## src/rtl/afs_pkg.sv

```systemverilog
package afs_pkg;

  typedef enum logic {
    MODE_FOUR = 1'b0,
    MODE_FIVE = 1'b1
  } afs_mode_e;

  localparam int unsigned MODE_BIT = 7;
  localparam int unsigned INH_BIT  = 6;
  localparam int unsigned NSTEP    = 5;

  typedef struct packed {
    logic quarter;
    logic half;
    logic irq_set;
  } afs_evt_t;

endpackage

```

## src/rtl/afs_tick_timer.sv

```systemverilog
module afs_tick_timer
  import afs_pkg::*;
#(
  parameter int unsigned S0 = 3728,
  parameter int unsigned S1 = 7456,
  parameter int unsigned S2 = 11185,
  parameter int unsigned S3 = 14914,
  parameter int unsigned S4 = 18640
) (
  input  logic             clk,
  input  logic             rst_n,
  input  logic             tick_en,
  input  logic             restart,
  input  afs_mode_e        mode,
  output logic [NSTEP-1:0] hit
);

  localparam int unsigned CW = $clog2(S4 + 2);
  localparam logic [CW-1:0] BND [NSTEP] = '{CW'(S0), CW'(S1), CW'(S2), CW'(S3), CW'(S4)};

  logic [CW-1:0] cnt;
  logic [CW-1:0] wrap_at;
  logic          adv;

  assign adv     = tick_en & ~restart;
  assign wrap_at = (mode == MODE_FIVE) ? BND[4] : BND[3];

  for (genvar i = 0; i < NSTEP; i++) begin : g_match
    assign hit[i] = adv & (cnt == BND[i]);
  end

  always_ff @(posedge clk or negedge rst_n) begin
    if (!rst_n) begin
      cnt <= '0;
    end else if (restart) begin
      cnt <= '0;
    end else if (tick_en) begin
      cnt <= (cnt == wrap_at) ? '0 : cnt + 1'b1;
    end
  end

endmodule

```

## src/rtl/afs_step_decode.sv

```systemverilog
module afs_step_decode
  import afs_pkg::*;
(
  input  logic [NSTEP-1:0] hit,
  input  afs_mode_e        mode,
  input  logic             inhibit,
  input  logic             force_both,
  output afs_evt_t         evt
);

  logic five;
  assign five = (mode == MODE_FIVE);

  always_comb begin
    evt.quarter = force_both | hit[0] | hit[1] | hit[2] | (hit[3] & ~five) | hit[4];
    evt.half    = force_both | hit[1] | (hit[3] & ~five) | (hit[4] & five);
    evt.irq_set = hit[3] & ~five & ~inhibit;
  end

endmodule

```

## src/rtl/afs_irq_flag.sv

```systemverilog
module afs_irq_flag (
  input  logic clk,
  input  logic rst_n,
  input  logic set,
  input  logic clr,
  output logic flag
);

  always_ff @(posedge clk or negedge rst_n) begin
    if (!rst_n) begin
      flag <= 1'b0;
    end else if (set) begin
      flag <= 1'b1;
    end else if (clr) begin
      flag <= 1'b0;
    end
  end

endmodule

```

## src/rtl/afs_sequencer.sv

```systemverilog
module afs_sequencer
  import afs_pkg::*;
#(
  parameter int unsigned STEP0 = 3728,
  parameter int unsigned STEP1 = 7456,
  parameter int unsigned STEP2 = 11185,
  parameter int unsigned STEP3 = 14914,
  parameter int unsigned STEP4 = 18640
) (
  input  logic       clk,
  input  logic       rst_n,
  input  logic       tick_en,
  input  logic       ctl_we,
  input  logic [7:0] ctl_wdata,
  input  logic       stat_rd,
  output logic       qtr_o,
  output logic       half_o,
  output logic       irq_o
);

  afs_mode_e        mode_q;
  logic             inh_q;
  logic [NSTEP-1:0] hit;
  afs_evt_t         evt;
  logic             mode5_wr;
  logic             irq_clr;

  assign mode5_wr = ctl_we & ctl_wdata[MODE_BIT];
  assign irq_clr  = stat_rd | (ctl_we & ctl_wdata[INH_BIT]);

  always_ff @(posedge clk or negedge rst_n) begin
    if (!rst_n) begin
      mode_q <= MODE_FOUR;
      inh_q  <= 1'b0;
    end else if (ctl_we) begin
      mode_q <= afs_mode_e'(ctl_wdata[MODE_BIT]);
      inh_q  <= ctl_wdata[INH_BIT];
    end
  end

  afs_tick_timer #(
    .S0(STEP0), .S1(STEP1), .S2(STEP2), .S3(STEP3), .S4(STEP4)
  ) u_timer (
    .clk     (clk),
    .rst_n   (rst_n),
    .tick_en (tick_en),
    .restart (ctl_we),
    .mode    (mode_q),
    .hit     (hit)
  );

  afs_step_decode u_dec (
    .hit        (hit),
    .mode       (mode_q),
    .inhibit    (inh_q),
    .force_both (mode5_wr),
    .evt        (evt)
  );

  afs_irq_flag u_irq (
    .clk   (clk),
    .rst_n (rst_n),
    .set   (evt.irq_set),
    .clr   (irq_clr),
    .flag  (irq_o)
  );

  always_ff @(posedge clk or negedge rst_n) begin
    if (!rst_n) begin
      qtr_o  <= 1'b0;
      half_o <= 1'b0;
    end else begin
      qtr_o  <= evt.quarter;
      half_o <= evt.half;
    end
  end

endmodule

```

## config.mk

```make
export PLATFORM = sky130hd
export DESIGN_NAME = afs_sequencer
export DESIGN_NICKNAME = d
export VERILOG_FILES = /design/src/rtl/afs_pkg.sv /design/src/rtl/afs_tick_timer.sv /design/src/rtl/afs_step_decode.sv /design/src/rtl/afs_irq_flag.sv /design/src/rtl/afs_sequencer.sv
export SDC_FILE = /design/constraint.sdc
export NUM_CORES = 1
export LEC_CHECK = 0
export ABC_AREA = 1
export BUFFER_PORTS_ARGS = -buffer_cell sky130_fd_sc_hd__buf_2
export CAP_MARGIN = 25
export CORE_MARGIN = 2
export CORE_UTILIZATION = 35
export CTS_CLUSTER_SIZE = 28
export DETAILED_ROUTE_END_ITERATION = 8
export HOLD_SLACK_MARGIN = 0.08
export MAX_ROUTING_LAYER = met4
export PLACE_DENSITY_LB_ADDON = 0.2
export SYNTH_ARGS = -nofsm -noshare
export SYNTH_HDL_FRONTEND = slang
export SYNTH_SLANG_ARGS = --single-unit
```

## constraint.sdc

```tcl
create_clock -name clk -period 3.2 [get_ports clk]
set_clock_uncertainty 0.2 [all_clocks]
set_input_delay 0.64 -clock clk [delete_from_list [all_inputs] [get_ports clk]]
set_output_delay 0.64 -clock clk [all_outputs]
set_load 0.01 [all_outputs]
```

==> out/metrics.cfg, run 1 <==
[timing]
worstMarginPinSlew_ps=597
relSlewSlack=0.600
grt_setup_unrepaired=false
finalCritPeriodShare=0.602
hold_viol=0
setup_viol=0
tns_ps=0
final_max_slew_viol_count=0
post-route-min-period_ps=1930
timing.fmax_ghz=0.519

[floorplan]
io_pins=16
die_y_um=68.7
fp.dieArea_um2=4720
start_util=0.364
fp.dieW_um=68.7
rows=23
core_um2=4030

[cts]
clkTransAtPathRegs_ps=90
cts_hold_buffers=0
post-cts-setup-buffers=0
h-tree-depth=1
cts_buffers=3
cts-root-buf=clkbuf_8
insertion_delay_ps=270
cts_resized=0
clk_path_buf_depth=2
cts_tree=done
cts.sinks=20

[final_layout]
final_net_count=239
mostFrequentLayoutCell=nand2_1
antenna_cells=0
areaGrowthSynthToFinish_pct=8.63
nFillCells=429
drive_gt1_frac=0.136
layout_common_cells=nand2_1 (65), inv_1 (25), nand3_1 (25)
fin_cells=271

[setup_path]
crit_chain=buf_2 -> inv_1 -> nand2_1 -> inv_1 -> nand2_1 -> nor2_1 -> nand2_1 -> nand2_1 -> nor2_1 -> o21ai_0
worst-path-buf-inv=3
timing.critical_path.mode_cell=nand2_1
worst_path_dominant_cell_family=buffers and inverters
ff2ff_setup_slack_ps=1410
critPathKind=in2reg
required_ps=3190
endpoint_kind=flip-flop
cp.arrival_ps=1920
worstSetupStartpoint=ctl_we
critPathMaxFanout=14
cpMaxStageDelayCell=inv_1
cpPeakStageDelay_ps=410
r2r-start=u_timer.cnt[14]
critPathLaunchType=primary input

[detailed_routing]
wl_um=3610
dr.pass1.iters=4
route.antenna.remaining_nets=0
drtIter0Drc=99
routedWlPerCell_um=13.3
drcViolationCount=0
vias=1333
routed_via_density=4.92

[yosys]
synth_async_sr_flop_share=1.00
yosysSeqAreaShare=0.342
synth_cell_type_count=25
synth-edff-count=0
netlist_area_um2=1470
ys.flop_type=dfrtp_1
yosys_warnings=0
ys_ff_latch=20
synth_nets=230
syn_inst=213
synth_area_leaders=dfrtp_1 (34%), nand2_1 (17%), nand3_1 (8.5%)
synth_top_area_share=0.342
syn_area_per_cell_um2=6.88
yosysTopAreaCell=dfrtp_1

[hold_path]
holdCritPathClass=in2async

[power]
finalPower_uw=518
power_density_nw_per_um2=325
p_leak_nw=0.773
ir_worst_vdd_mv=0.136

[run_status]
outcome=complete, no violations

[grt]
grt_pass1_wl_um=5960
grt_pass1_vias=1244
antenna_found_initial=0
overflow=0
grt_use_total=0.177
grt_max_degree=21

[flow_run]
max_cap_viol_count=0

[place]
port_buffers=9
hpwl_um=2670
dp.cells=267
gp_congestion=0.941

==> path summary, 6_finish.rpt <==
kind,cells after the start,endpoint
min in group clk,3,u_irq.flag
max,10,half_o
min,1,u_timer.cnt[8]
max in group asynchronous,1,u_timer.cnt[13]
min reg2reg,3,u_irq.flag
max reg2reg,8,u_timer.cnt[14]
==> sequential cells by signal (all words and copies together), names as in the netlist <==
name / flops
u_timer.cnt: 15
half_o: 1
inh_q: 1
mode_q: 1
qtr_o: 1
u_irq.flag: 1
==> metal layers <==
layer  part of all wire  up-vias  wire length [um]  GRT usage
li1                   -      690                 -          -
met1               0.49      600              1780      0.235
met2               0.44       37              1580      0.269
met3              0.052        6               187     0.0260
met4              0.018        0                64     0.0735
met5                  0        -                 0          -
==> logic make-up after synthesis <==
kind of cell,after synthesis,synth area share
AND/OR/NAND/NOR,139,0.445
adder cells (fa/ha/maj),4,0.0342
flip-flops,20,0.342
XOR/XNOR,8,0.0478
AO/OA/AOI/OAI,9,0.0324
buffers and inverters,33,0.0991
==> final cells by class <==
class	count	area [um^2]	area share
Tap cell	50	62.6	0.0393
Clock buffer	4	55.1	0.0346
Timing Repair Buffer	10	52.6	0.0330
Inverter	27	101	0.0637
Sequential cell	20	500	0.314
Multi-Input combinational cell	160	820	0.515
==> power by group <==
part | internal [mW] | total [mW] | switching, mW | leakage [nW]
Clock | 0.110 | 0.207 | 0.0969 | 0.0288
Sequential | 0.258 | 0.264 | 0.00584 | 0.272
Combinational | 0.0147 | 0.0472 | 0.0325 | 0.472
==> through the flow <==
step                      worst slack [ps]   util  hold WS [ps]  cell area [um^2]
final                                 1270  0.395           115              1590
after CTS                             1300  0.395           131              1590
after detailed placement              1020  0.381           295              1540
after floorplan                       1660      -           144              1470
after global placement                1040  0.381           293              1540
after global routing                  1080  0.395           149              1590
==> cells in the mapped netlist, types with 2 or more instances <==
| master | number |
|---|---|
| nor3_1 | 2 |
| dfrtp_1 | 20 |
| nand3_1 | 25 |
| nand2_1 | 65 |
| nand4_1 | 8 |
| buf_2 | 2 |
| nand3_2 | 3 |
| nor2_2 | 4 |
| nand2_2 | 4 |
| nor2_1 | 22 |
| inv_1 | 25 |
| inv_2 | 2 |
| nand3b_1 | 2 |
| o21ai_0 | 7 |
| ha_1 | 4 |
| buf_6 | 2 |
| xor2_1 | 8 |
Note: power is estimated with default switching activity, not from simulation.
==> run 2: changes to the inputs <==
==> constraint.sdc (replaced) <==
create_clock -name clk -period 1.55 [get_ports clk]
set_clock_uncertainty 0.2 [all_clocks]
set_input_delay 0.31 -clock clk [delete_from_list [all_inputs] [get_ports clk]]
set_output_delay 0.31 -clock clk [all_outputs]
set_load 0.01 [all_outputs]
==> run 2 against run 1 <==
Net effect: the run now ends with setup timing left; first-iteration DRC count decreased by 17%; total power is 120% higher; critical path depth down 1; global-route usage rose by 1.3 points; setup slack worse by 1300 ps; count of clock-buffer cells in the layout unchanged; sequential power is 110% higher; critical path type is now reg2reg.
==> out/metrics.cfg, run 2 (same netlist as run 1, synthesis figures left out) <==
[run_status]
outcome=finished with violations
violations=setup timing

[floorplan]
core_um2=4030
fp.dieW_um=68.7
fp.dieArea_um2=4720
die_y_um=68.7
rows=23
start_util=0.364
io_pins=16

[hold_path]
holdCritPathClass=in2reg
hold_depth=3

[cts]
h-tree-depth=1
cts.sinks=20
clk_path_buf_depth=2
cts_buffers=3
insertion_delay_ps=270
cts_tree=done
clkTransAtPathRegs_ps=80
cts-root-buf=clkbuf_8

[grt]
antenna_found_initial=0
top_usage_layer=met2
grt_max_degree=21
use_met2=0.284
grt_pass1_vias=1331
use_met3=0.0292
overflow=0
grt_pass1_wl_um=6370
grt_use_total=0.190
grt.met1_usage=0.263

[final_layout]
drive_gt1_frac=0.368
fin_util=0.513
areaGrowthSynthToFinish_pct=41.2
final_net_count=287
layout_common_cells=nand2_1 (61), buf_4 (43), inv_1 (22)
largest_reg_flops=15
mostFrequentLayoutCell=nand2_1
antenna_cells=0
top_register=u_timer.cnt

[detailed_routing]
dr.pass1.iters=4
route.antenna.remaining_nets=0
vias=1479
wl_um=4020
routed_via_density=4.64
drcViolationCount=0
drtIter0Drc=82
routedWlPerCell_um=12.6

[timing]
relSlewSlack=0.684
timing.fmax_ghz=0.617
final_max_slew_viol_count=0
post-route-min-period_ps=1620
setup_viol=11
finalCritPeriodShare=1.05
worst_slack_ps=-71.6
hold_viol=0
worstMarginPinSlew_ps=473
grt_setup_unrepaired=true

[setup_path]
endpoint_kind=flip-flop
rr_worst_depth=9
critPathMaxFanout=8
required_ps=1510
critPathKind=reg2reg
cp.arrival_ps=1580
critPathLaunchType=flip-flop

[flow_run]
max_cap_viol_count=0

[power]
finalPower_mw=1.11
ir_worst_vdd_mv=0.465
p_leak_nw=1.02
power_density_nw_per_um2=539

[place]
pre_cts_ws_ps=-112
gp_congestion=0.928
port_buffers=9
hpwl_um=3010

run 2: cell types whose count changed in the layout (fill, tap and decap cells not counted), moves of 3 or more:
cell           before  now
buf_4               1   43
dfrtp_1            20   17
dfrtp_2             0    3
dlygate4sd3_1       0    3
inv_1              25   22
inv_2               2    5
nand2_1            65   61
nand2_2             4    8
nand3_1            25   17
nand3_2             3   11
nor2_1             22   17
nor2_2              4    7
run 2: final cells by class:
type | count | area, um^2
Tap cell | 50 | 62.6
Timing Repair Buffer | 58 | 440
Clock buffer | 4 | 55.1
Inverter | 27 | 101
Multi-Input combinational cell | 160 | 905
Fill cell | 425 | 1960
Sequential cell | 20 | 504
run 2: path summary, 6_finish.rpt:
check	startpoint	end	slack, ps
min in group asynchronous	rst_n	inh_q	320
hold / removal	stat_rd	u_irq.flag	90
setup reg to reg	mode_q	u_timer.cnt[7]	-70
setup / recovery	mode_q	u_timer.cnt[7]	-70
max in group asynchronous	rst_n	u_timer.cnt[0]	470
hold reg to reg	inh_q	u_irq.flag	310
run 2: power by group:
group          internal (mW)  switching [mW]  total, mW
Sequential             0.534          0.0125      0.546
Clock                  0.227           0.194      0.420
Combinational         0.0638          0.0839      0.148
Total                  0.824           0.290       1.11
run 2: per-stage QoR:
stage | cells | TNS, ps | hold slack [ps] | area [um^2]
after floorplan | 213 | 0 | -186 | 1470
final | 319 | -538 | 94.6 | 2070
after detailed placement | 307 | -1160 | 98.7 | 1850
after global routing | 319 | -1530 | 116 | 2070
after global placement | 307 | -1280 | 94.1 | 1850
after CTS | 317 | -2.35 | 94.3 | 1960
run 2: routing by layer:
layer  vias up  wire, um
met2        21      1810
met1       665      2030
met3         5       127
met4         0        53
li1        788         -
met5         -         0
run 2: worst max-delay path, cell delays in order (launching register included):
cell     delay (ps)
dfrtp_1         450
nor2_2          150
nand2_1          80
nand2_2          60
nand2_2          50
nor2_2          130
nand3_2         110
buf_6           170
nand3_2          70
nand2_2          50
run 2: repair_timing:
action / 4_1_cts / 5_1_grt
setup buffers: 3 / 2
pin swaps: 2 / 7
resized for setup: 5 / 26
setup endpoints to repair: 16 / 17
endpoints found under the hold margin: 22 / 0
hold buffers: 3 / 0
